## src/rtl/fia_pkg.sv

```systemverilog
package fia_pkg;

   typedef enum logic [1:0] {
      PS_OFF    = 2'd0,
      PS_INIT   = 2'd1,
      PS_ACTIVE = 2'd2,
      PS_STBY   = 2'd3
   } pwr_state_e;

   localparam int AW = 3;

   localparam logic [AW-1:0] A_STAT_UV = 3'd0;
   localparam logic [AW-1:0] A_STAT_TH = 3'd1;
   localparam logic [AW-1:0] A_STAT_RV = 3'd2;
   localparam logic [AW-1:0] A_STAT_EV = 3'd3;
   localparam logic [AW-1:0] A_MASK_UV = 3'd4;
   localparam logic [AW-1:0] A_MASK_TH = 3'd5;
   localparam logic [AW-1:0] A_EFFECT  = 3'd6;

   // effect code decode: any nonzero code latches, upper bit enables the interrupt
   function automatic logic eff_latches(input logic [1:0] code);
      return code != 2'b00;
   endfunction

   function automatic logic eff_interrupts(input logic [1:0] code);
      return code[1];
   endfunction

endpackage

```

## src/rtl/fia_policy.sv

```systemverilog
module fia_policy
   import fia_pkg::*;
#(
   parameter int N        = 4,
   parameter bit MASKABLE = 1'b1
) (
   input  logic [N-1:0] mask,
   input  logic [1:0]   code,
   output logic [N-1:0] latch_en,
   output logic [N-1:0] irq_en
);

   generate
      if (MASKABLE) begin : g_per_bit
         for (genvar i = 0; i < N; i++) begin : g_bit
            assign latch_en[i] = mask[i] ? eff_latches(code)    : 1'b1;
            assign irq_en[i]   = mask[i] ? eff_interrupts(code) : 1'b1;
         end
      end else begin : g_global
         logic unused_mask;
         assign unused_mask = ^mask;
         assign latch_en = {N{eff_latches(code)}};
         assign irq_en   = {N{eff_interrupts(code)}};
      end
   endgenerate

endmodule

```

## src/rtl/fia_status_bank.sv

```systemverilog
module fia_status_bank #(
   parameter int N = 4
) (
   input  logic         clk,
   input  logic         rst_n,
   input  logic         latch_ok,
   input  logic [N-1:0] det,
   input  logic [N-1:0] latch_en,
   input  logic [N-1:0] clr,
   output logic [N-1:0] stat
);

   for (genvar i = 0; i < N; i++) begin : g_bit
      logic set_now;
      assign set_now = latch_ok & det[i] & latch_en[i];
      always_ff @(posedge clk or negedge rst_n) begin
         if (!rst_n)          stat[i] <= 1'b0;
         else if (set_now)    stat[i] <= 1'b1;   // set beats a same-cycle clear
         else if (clr[i])     stat[i] <= 1'b0;
      end
   end

endmodule

```

## src/rtl/fia_cfg_regs.sv

```systemverilog
module fia_cfg_regs
   import fia_pkg::*;
#(
   parameter int              N_UV        = 6,
   parameter int              N_TH        = 3,
   parameter int              DW          = 8,
   parameter logic [N_UV-1:0] UV_MASK_DEF = '0,
   parameter logic [N_TH-1:0] TH_MASK_DEF = '0,
   parameter logic [1:0]      UV_EFF_DEF  = 2'b10,
   parameter logic [1:0]      RV_EFF_DEF  = 2'b10
) (
   input  logic            clk,
   input  logic            rst_n,
   input  logic            reload,
   input  logic            wr,
   input  logic [AW-1:0]   addr,
   input  logic [DW-1:0]   wdata,
   output logic [N_UV-1:0] mask_uv,
   output logic [N_TH-1:0] mask_th,
   output logic [1:0]      eff_uv,
   output logic [1:0]      eff_rv
);

   always_ff @(posedge clk or negedge rst_n) begin
      if (!rst_n) begin
         mask_uv <= UV_MASK_DEF;
         mask_th <= TH_MASK_DEF;
         eff_uv  <= UV_EFF_DEF;
         eff_rv  <= RV_EFF_DEF;
      end else if (reload) begin
         mask_uv <= UV_MASK_DEF;
         mask_th <= TH_MASK_DEF;
         eff_uv  <= UV_EFF_DEF;
         eff_rv  <= RV_EFF_DEF;
      end else if (wr) begin
         case (addr)
            A_MASK_UV: mask_uv <= wdata[N_UV-1:0];
            A_MASK_TH: mask_th <= wdata[N_TH-1:0];
            A_EFFECT: begin
               eff_uv <= wdata[1:0];
               eff_rv <= wdata[3:2];
            end
            default: ;
         endcase
      end
   end

endmodule

```

## src/rtl/fault_irq_aggregator.sv

```systemverilog
module fault_irq_aggregator
   import fia_pkg::*;
#(
   parameter int              N_UV        = 6,
   parameter int              N_TH        = 3,
   parameter int              N_RV        = 6,
   parameter int              N_EV        = 4,
   parameter int              DW          = 8,
   parameter logic [N_UV-1:0] UV_MASK_DEF = '0,
   parameter logic [N_TH-1:0] TH_MASK_DEF = '0,
   parameter logic [1:0]      UV_EFF_DEF  = 2'b10,
   parameter logic [1:0]      RV_EFF_DEF  = 2'b10
) (
   input  logic            clk,
   input  logic            rst_n,
   input  logic [1:0]      pwr_state,
   input  logic [N_UV-1:0] uv_det,
   input  logic [N_TH-1:0] warm_det,
   input  logic [N_RV-1:0] rv_det,
   input  logic [N_EV-1:0] evt_pulse,
   input  logic            reg_wr,
   input  logic [2:0]      reg_addr,
   input  logic [DW-1:0]   reg_wdata,
   output logic [DW-1:0]   reg_rdata,
   output logic            irq_pull_low
);

   localparam int MAXG = (N_UV > N_TH) ? ((N_UV > N_RV) ? N_UV : N_RV)
                                       : ((N_TH > N_RV) ? N_TH : N_RV);

   if (MAXG > DW || N_EV > DW || DW < 4) begin : g_bad_width
      $error("fault_irq_aggregator: every source group and the effect field must fit in DW");
   end

   // ---------------- power state tracking ----------------
   logic [1:0] prev_state;
   logic       in_init, init_entry, latch_ok;

   assign in_init    = (pwr_state == PS_INIT);
   assign init_entry = in_init && (prev_state != PS_INIT);
   assign latch_ok   = (pwr_state == PS_ACTIVE) || (pwr_state == PS_STBY);

   always_ff @(posedge clk or negedge rst_n) begin
      if (!rst_n) prev_state <= PS_OFF;
      else        prev_state <= pwr_state;
   end

   // ---------------- configuration ----------------
   logic [N_UV-1:0] mask_uv;
   logic [N_TH-1:0] mask_th;
   logic [1:0]      eff_uv, eff_rv;

   fia_cfg_regs #(
      .N_UV(N_UV), .N_TH(N_TH), .DW(DW),
      .UV_MASK_DEF(UV_MASK_DEF), .TH_MASK_DEF(TH_MASK_DEF),
      .UV_EFF_DEF(UV_EFF_DEF), .RV_EFF_DEF(RV_EFF_DEF)
   ) i_cfg (
      .clk(clk), .rst_n(rst_n), .reload(init_entry),
      .wr(reg_wr), .addr(reg_addr), .wdata(reg_wdata),
      .mask_uv(mask_uv), .mask_th(mask_th), .eff_uv(eff_uv), .eff_rv(eff_rv)
   );

   // ---------------- per-source policy ----------------
   logic [N_UV-1:0] len_uv, ien_uv;
   logic [N_TH-1:0] len_th, ien_th;
   logic [N_RV-1:0] len_rv, ien_rv;
   logic [N_EV-1:0] len_ev, ien_ev;

   fia_policy #(.N(N_UV), .MASKABLE(1'b1)) i_pol_uv (
      .mask(mask_uv), .code(eff_uv), .latch_en(len_uv), .irq_en(ien_uv));
   fia_policy #(.N(N_TH), .MASKABLE(1'b1)) i_pol_th (
      .mask(mask_th), .code(eff_uv), .latch_en(len_th), .irq_en(ien_th));
   fia_policy #(.N(N_RV), .MASKABLE(1'b0)) i_pol_rv (
      .mask({N_RV{1'b0}}), .code(eff_rv), .latch_en(len_rv), .irq_en(ien_rv));

   assign len_ev = '1;
   assign ien_ev = '1;

   // ---------------- write-one-to-clear decode ----------------
   logic [N_UV-1:0] clr_uv;
   logic [N_TH-1:0] clr_th;
   logic [N_RV-1:0] clr_rv;
   logic [N_EV-1:0] clr_ev;

   assign clr_uv = (reg_wr && reg_addr == A_STAT_UV) ? reg_wdata[N_UV-1:0] : '0;
   assign clr_th = (reg_wr && reg_addr == A_STAT_TH) ? reg_wdata[N_TH-1:0] : '0;
   assign clr_rv = (reg_wr && reg_addr == A_STAT_RV) ? reg_wdata[N_RV-1:0] : '0;
   assign clr_ev = (reg_wr && reg_addr == A_STAT_EV) ? reg_wdata[N_EV-1:0] : '0;

   // ---------------- status banks ----------------
   logic [N_UV-1:0] stat_uv;
   logic [N_TH-1:0] stat_th;
   logic [N_RV-1:0] stat_rv;
   logic [N_EV-1:0] stat_ev;

   fia_status_bank #(.N(N_UV)) i_st_uv (.clk(clk), .rst_n(rst_n), .latch_ok(latch_ok),
      .det(uv_det), .latch_en(len_uv), .clr(clr_uv), .stat(stat_uv));
   fia_status_bank #(.N(N_TH)) i_st_th (.clk(clk), .rst_n(rst_n), .latch_ok(latch_ok),
      .det(warm_det), .latch_en(len_th), .clr(clr_th), .stat(stat_th));
   fia_status_bank #(.N(N_RV)) i_st_rv (.clk(clk), .rst_n(rst_n), .latch_ok(latch_ok),
      .det(rv_det), .latch_en(len_rv), .clr(clr_rv), .stat(stat_rv));
   fia_status_bank #(.N(N_EV)) i_st_ev (.clk(clk), .rst_n(rst_n), .latch_ok(latch_ok),
      .det(evt_pulse), .latch_en(len_ev), .clr(clr_ev), .stat(stat_ev));

   // ---------------- interrupt pin ----------------
   logic irq_any;
   assign irq_any = |(stat_uv & ien_uv) | |(stat_th & ien_th)
                  | |(stat_rv & ien_rv) | |(stat_ev & ien_ev);

   always_ff @(posedge clk or negedge rst_n) begin
      if (!rst_n) irq_pull_low <= 1'b0;
      else        irq_pull_low <= irq_any | in_init;
   end

   // ---------------- read mux ----------------
   always_comb begin
      reg_rdata = '0;
      case (reg_addr)
         A_STAT_UV: reg_rdata = DW'(stat_uv);
         A_STAT_TH: reg_rdata = DW'(stat_th);
         A_STAT_RV: reg_rdata = DW'(stat_rv);
         A_STAT_EV: reg_rdata = DW'(stat_ev);
         A_MASK_UV: reg_rdata = DW'(mask_uv);
         A_MASK_TH: reg_rdata = DW'(mask_th);
         A_EFFECT:  reg_rdata = DW'({eff_rv, eff_uv});
         default:   reg_rdata = '0;
      endcase
   end

endmodule

```

## config.mk

```make
export PLATFORM = sky130hd
export DESIGN_NAME = fault_irq_aggregator
export DESIGN_NICKNAME = d
export VERILOG_FILES = /design/src/rtl/fia_pkg.sv /design/src/rtl/fia_policy.sv /design/src/rtl/fia_status_bank.sv /design/src/rtl/fia_cfg_regs.sv /design/src/rtl/fault_irq_aggregator.sv
export SDC_FILE = /design/constraint.sdc
export NUM_CORES = 1
export LEC_CHECK = 0
export BUFFER_PORTS_ARGS = -buffer_cell sky130_fd_sc_hd__buf_4
export CELL_PAD_IN_SITES_DETAIL_PLACEMENT = 0
export CELL_PAD_IN_SITES_GLOBAL_PLACEMENT = 2
export CORE_UTILIZATION = 32
export CTS_BUF_LIST = sky130_fd_sc_hd__clkbuf_8
export DETAILED_ROUTE_END_ITERATION = 10
export GPL_TIMING_DRIVEN = 0
export PLACE_DENSITY_LB_ADDON = 0.15
export SLEW_MARGIN = 20
export SYNTH_ARGS = -nofsm -noshare
export SYNTH_HDL_FRONTEND = slang
export SYNTH_HIERARCHICAL = 1
export SYNTH_SLANG_ARGS = --single-unit
```

## constraint.sdc

```tcl
create_clock -name clk -period 1.3 [get_ports clk]
set_input_delay 0 -clock clk [delete_from_list [all_inputs] [get_ports clk]]
set_output_delay 0 -clock clk [all_outputs]
set_load 0.05 [all_outputs]
```

Word-level counts from Yosys, hierarchy flattened
Index checks and enable logic that the tools add are counted.
{"block": "word_totals", "register_bits": 35, "inputBits": 35, "output_inout_bits": 9, "wordCells": 188}
{"block": "classes", "eq_ne": 10, "n_mux": 73, "bitwise_logic": 41, "n_reduce_logical": 39}
{"cell": "2-to-1 mux 1 bit", "count": 56}
{"cell": "nonzero test 2 bit", "count": 25}
{"cell": "case mux 6 bit (7 select lines)", "count": 1}
{"cell": "AND 1 bit", "count": 34}
{"cell": "2-to-1 mux 6 bit", "count": 5}
{"cell": "AND 6 bit", "count": 2}
{"cell": "2-to-1 mux 2 bit", "count": 6}
{"cell": "2-to-1 mux 3 bit", "count": 4}
{"cell": "OR reduction 6 bit", "count": 2}
{"cell": "== test 3 bit, second input constant", "count": 3}
{"cell": "== test 3 x 2 -> 1 bit, second input constant", "count": 2}
{"cell": "AND reduction 2 bit", "count": 3}
{"cell": "logical AND 1 bit", "count": 5}
{"cell": "== test 2 bit, second input constant", "count": 2}
{"cell": "2-to-1 mux 4 bit", "count": 1}
{"cell": "bitwise OR 1 bit", "count": 4}
{"cell": "OR reduction 4 bit", "count": 1}
{"cell": "AND 3 bit", "count": 1}
{"cell": "== test 3 x 1 -> 1 bit, second input constant", "count": 1}
{"cell": "zero test 3 bit", "count": 1}
{"cell": "OR reduction 3 bit", "count": 1}
{"cell": "== test 2 x 1 -> 1 bit, second input constant", "count": 1}
{"cell": "inequality test 2 x 1 -> 1 bit, second input constant", "count": 1}
{"cell": "logical OR 1 bit", "count": 1}

Longest topological paths before layout
{"block": "depth", "ltp_word": 7, "ltp_mapped": 6, "depth_no_buf": 5}

By module
Netlist, hierarchy kept.
{"module": "fia_cfg_regs", "instances": 1, "cells_per_inst": 55, "area_each_um2": 653.1, "seq_area_each_um2": 327.8}
{"module": "fault_irq_aggregator", "instances": 1, "cells_per_inst": 84, "area_each_um2": 644.4, "seq_area_each_um2": 75.1}
{"module": "fia_status_bank at i_st_rv ...", "instances": 2, "cells_per_inst": 24, "area_each_um2": 236.5, "seq_area_each_um2": 150.1}
{"module": "fia_status_bank at i_st_ev", "instances": 1, "cells_per_inst": 16, "area_each_um2": 170.2, "seq_area_each_um2": 100.1}
{"module": "fia_status_bank at i_st_th", "instances": 1, "cells_per_inst": 12, "area_each_um2": 127.6, "seq_area_each_um2": 75.1}
{"module": "fia_policy at i_pol_uv", "instances": 1, "cells_per_inst": 13, "area_each_um2": 101.3, "seq_area_each_um2": 0.0}
{"module": "fia_policy at i_pol_rv", "instances": 1, "cells_per_inst": 12, "area_each_um2": 88.8, "seq_area_each_um2": 0.0}
{"module": "fia_policy at i_pol_th", "instances": 1, "cells_per_inst": 6, "area_each_um2": 45.0, "seq_area_each_um2": 0.0}

Worst setup path before layout
Ideal clock, no wire load.
{"block": "synth_path", "path_type": "reg-to-output", "startpoint": "register i_cfg.eff_uv[1]", "endpoint": "output reg_rdata[1]", "t_arrival_ns": 1.615, "required_ns": 1.300, "slack_ns": -0.315, "path_stages_with_launch": 4, "path_buffers": 0, "path_cell_list": "dfstp_2 mux4_2 nor2_1 a21oi_1"}
{"block": "synth_via", "elab_chain_cells": 1}
{"item": "from (decl)", "line": "fia_cfg_regs.sv:20", "source": "output logic [1:0] eff_uv,"}
{"item": "from (signal assigned)", "line": "fia_cfg_regs.sv:40", "source": "eff_uv <= wdata[1:0];"}
{"item": "case mux 6 bit (7 select lines)", "line": "fault_irq_aggregator.sv:118", "source": "case (reg_addr)"}
{"item": "to (decl)", "line": "fault_irq_aggregator.sv:24", "source": "output logic [DW-1:0] reg_rdata,"}
Every way passes these cells.

Worst setup path in the final report
{"block": "layout_path", "startpoint": "register i_st_th.stat[2]", "endpoint": "output reg_rdata[2]"}
{"block": "layout_via", "elab_chain_cells": 1}
{"item": "from (decl)", "line": "fia_status_bank.sv:10", "source": "output logic [N-1:0] stat"}
{"item": "from (signal, indexed assignment)", "line": "fia_status_bank.sv:17", "source": "if (!rst_n) stat[i] <= 1'b0;"}
{"item": "from (signal, indexed assignment)", "line": "fia_status_bank.sv:18", "source": "else if (set_now) stat[i] <= 1'b1;"}
{"item": "from (signal, indexed assignment)", "line": "fia_status_bank.sv:19", "source": "else if (clr[i]) stat[i] <= 1'b0;"}
{"item": "case mux 6 bit (7 select lines)", "line": "fault_irq_aggregator.sv:118"}
Every way passes these cells.

==> results.json <==
{
  "rows": 30,
  "initial_utilization_pct": 33.5,
  "critical_path_arrival_ns": 1.53,
  "grt_max_degree": 36,
  "dp_hpwl_mm": 4.78,
  "vias_per_cell": 4.58,
  "rr_worst_depth": 6,
  "power_density_nw_per_um2": 895,
  "vias": 1986,
  "cts_buffers": 5,
  "fin_ws_ns": -0.234,
  "maxCapViolCount": 0,
  "drtPass1Iterations": 4,
  "first_global_vias": 1980,
  "cp_top_family": "multiplexers",
  "ys.flop_type": "dfrtp_1",
  "wl_met3_um": 205,
  "crit_path_end_kind": "output port",
  "path_class": "flop to output port",
  "syn_avg_cell_area_um2": 9.36,
  "place_area_um2": 2750,
  "timing.rr.end": "irq_pull_low$_DFF_PN0_",
  "fin_crit_ns": 1.53,
  "insertion_delay_ns": 0.29,
  "overflow": 0,
  "synth.distinct_cells": 39,
  "ios": 44,
  "critical_path.max_stage_delay_ns": 0.47,
  "violations": "setup timing",
  "gp_congestion": 0.794,
  "min_from": "reg_wdata[1]",
  "rrSetupSlack_ns": -0.21,
  "final_cell_mix": "buf_4, dfrtp_1, nand2b_1, dlygate4sd3_1, inv_1",
  "die-area_um2": 7540,
  "die_y_um": 86.8,
  "final_max_slew_viol_count": 0,
  "vdd_drop_max_v": 0.000412,
  "core-area_um2": 6870,
  "crit_required_ns": 1.30,
  "cts.sinks": 35,
  "clkTransAtPathRegs_ns": 0.08,
  "layout_commonest_cell": "buf_4",
  "final_area_um2": 3270,
  "path_buf_inv": 1,
  "route.met2.wl_mm": 3.14,
  "hold_violations": 0,
  "relSlewSlack_pct": 30.8,
  "ys_async_sr_fraction_pct": 100,
  "final_layout_size_suffix_gt1_share_pct": 33.4,
  "startpoint_type": "flop",
  "fmax_mhz": 652,
  "met1_length_mm": 3.51,
  "cts_max_path_buffers": 2,
  "status": "finished, violations left",
  "synth_seq_cells": 35,
  "regToRegStartpoint": "i_cfg/eff_uv[1]$_DFFE_PN1P_",
  "min_path_type": "input pin to flop",
  "crit_chain": "mux4_2 > o21a_1 > buf_6",
  "netlist_area_um2": 2300,
  "tightest_slew_ns": 1.04,
  "dr.first_iter.drc_count": 82,
  "setup_viol": 9,
  "grt_pass1_wl_mm": 10.9,
  "cts_tree": "done",
  "wl_per_cell_um": 15.9,
  "fin_skew_ns": 0.00498,
  "dieWidth_um": 86.8,
  "yosys_warnings": 6,
  "drt-total-wl_mm": 6.91,
  "fill_cells": 711,
  "diodes": 0,
  "drc": 0,
  "hold_end": "i_cfg/eff_uv[1]$_DFFE_PN1P_",
  "fin_tns_setup_ns": -1.10,
  "antenna_found_initial": 0,
  "syn-instance-count": 246,
  "synth_edf_count": 0,
  "hold_path_depth": 3,
  "area_growth_syn_to_layout_pct": 42.0,
  "cellLeakagePower_nw": 1.52,
  "h-tree-depth": 2,
  "critPathMaxFanout": 2,
  "grt_usage_pct": 20.0,
  "ant_nets": 0,
  "clockRootBuffer": "clkbuf_8",
  "io_buffer_count": 39,
  "cpMaxStageDelayCell": "mux4_2",
  "nets": 372,
  "grt_setup_unrepaired": "yes",
  "fin_crit_sh_pct": 118,
  "maxUsedRoutingLayer": "met4",
  "yosysSeqAreaShare_pct": 38.1
}
-- layer usage --
layer | GRT usage, % | up-vias
li1 | - | 1003
met1 | 28.6 | 940
met2 | 31.3 | 38
met3 | 4.10 | 5
met4 | 3.64 | 0
met5 | 0 | -
-- worst reg2reg max path, stage by stage, from the launching register on --
cell,delay [ns]
dfstp_2,0.41
buf_6,0.15
nand2b_4,0.13
a22o_1,0.22
a221oi_2,0.19
and3_1,0.19
nand4_1,0.08
-- sequential cells by signal, indices dropped and copies added, names as in the netlist --
| signal | flops |
|---|---|
| i_cfg/eff_rv | 2 |
| i_cfg/eff_uv | 2 |
| i_st_uv/stat | 6 |
| prev_state | 2 |
| irq_pull_low | 1 |
| i_st_ev/stat | 4 |
| i_cfg/mask_uv | 6 |
| i_cfg/mask_th | 3 |
| i_st_rv/stat | 6 |
| i_st_th/stat | 3 |
-- cells by family after synthesis --
group / after synthesis / share of synthesized area (%)
DFF: 35 / 38.1
buffers and inverters: 44 / 10.9
AOI/OAI and AO/OA: 38 / 11.4
other: 2 / 0.326
and+or+nand+nor: 104 / 27.6
muxes: 23 / 11.6
-- Yosys cell counts, drive strengths merged (3+ instances only) --
cell / n / area, um2
dfrtp: 33 / 826
nand2b: 26 / 163
inv: 21 / 78.8
mux2i: 20 / 200
o21ai: 20 / 134
and2: 19 / 120
buf: 19 / 158
nand3: 19 / 95.1
nor2: 13 / 48.8
or3b: 9 / 78.8
a21oi: 6 / 30.0
clkbuf: 4 / 15.0
a221oi: 3 / 26.3
a22o: 3 / 26.3
mux4: 3 / 67.6
nand2: 3 / 11.3
nor2b: 3 / 21.3
-- power breakdown --
group | total (mW) | internal [mW] | switching (mW) | leakage [nW]
Sequential | 1.27 | 1.18 | 0.0932 | 0.380
Combinational | 0.813 | 0.421 | 0.392 | 1.09
Clock | 0.843 | 0.420 | 0.422 | 0.0524
-- worst max-delay path by stage --
stage	from	endpoint	cells after the start
4_1_cts	i_st_ev/stat[2]$_DFFE_PN0P_	reg_rdata[2]	3
6_report	i_st_th/stat[2]$_DFFE_PN0P_	reg_rdata[2]	3
5_1_grt	i_cfg/eff_rv[1]$_DFFE_PN1P_	reg_rdata[3]	5
3_3_place_gp	pwr_state[1]	i_cfg/mask_th[0]$_DFFE_PN0P_	6
3_5_place_dp	pwr_state[1]	i_cfg/mask_th[0]$_DFFE_PN0P_	6
2_1_floorplan	i_cfg/eff_uv[1]$_DFFE_PN1P_	irq_pull_low$_DFF_PN0_	6
-- repair_timing --
item	4_1_cts	5_1_grt
setup endpoints to repair	26	11
setup buffers	9	8
gates resized for setup	17	12
endpoints found under the hold margin	56	0
hold buffers	24	0
pin swaps	2	7
-- area by class of cell --
class	instances	area (um2)	area share [%]
Buffer	23	178	5.43
Clock buffer	6	82.6	2.52
Clock inverter	2	8.76	0.268
Inverter	21	78.8	2.41
Multi-Input combinational cell	171	1240	37.8
Sequential cell	35	880	26.9
Tap cell	96	120	3.67
Timing Repair Buffer	80	687	21.0
-- through the flow --
step | util, % | hold WS, ns | std cells | power [mW] | setup WS, ns
4_1_cts | 46.5 | 0.0138 | 426 | 2.91 | -0.258
3_3_place_gp | 40.1 | 0.00502 | 385 | 1.95 | -0.310
2_1_floorplan | - | -0.296 | 250 | 1.68 | -0.0543
5_1_grt | 47.6 | 0.00420 | 434 | 3.09 | -0.293
3_5_place_dp | 40.1 | -0.000670 | 385 | 1.95 | -0.355
6_report | 47.6 | 0.00912 | 434 | 2.93 | -0.234
Power figures use the tool's default switching activity.
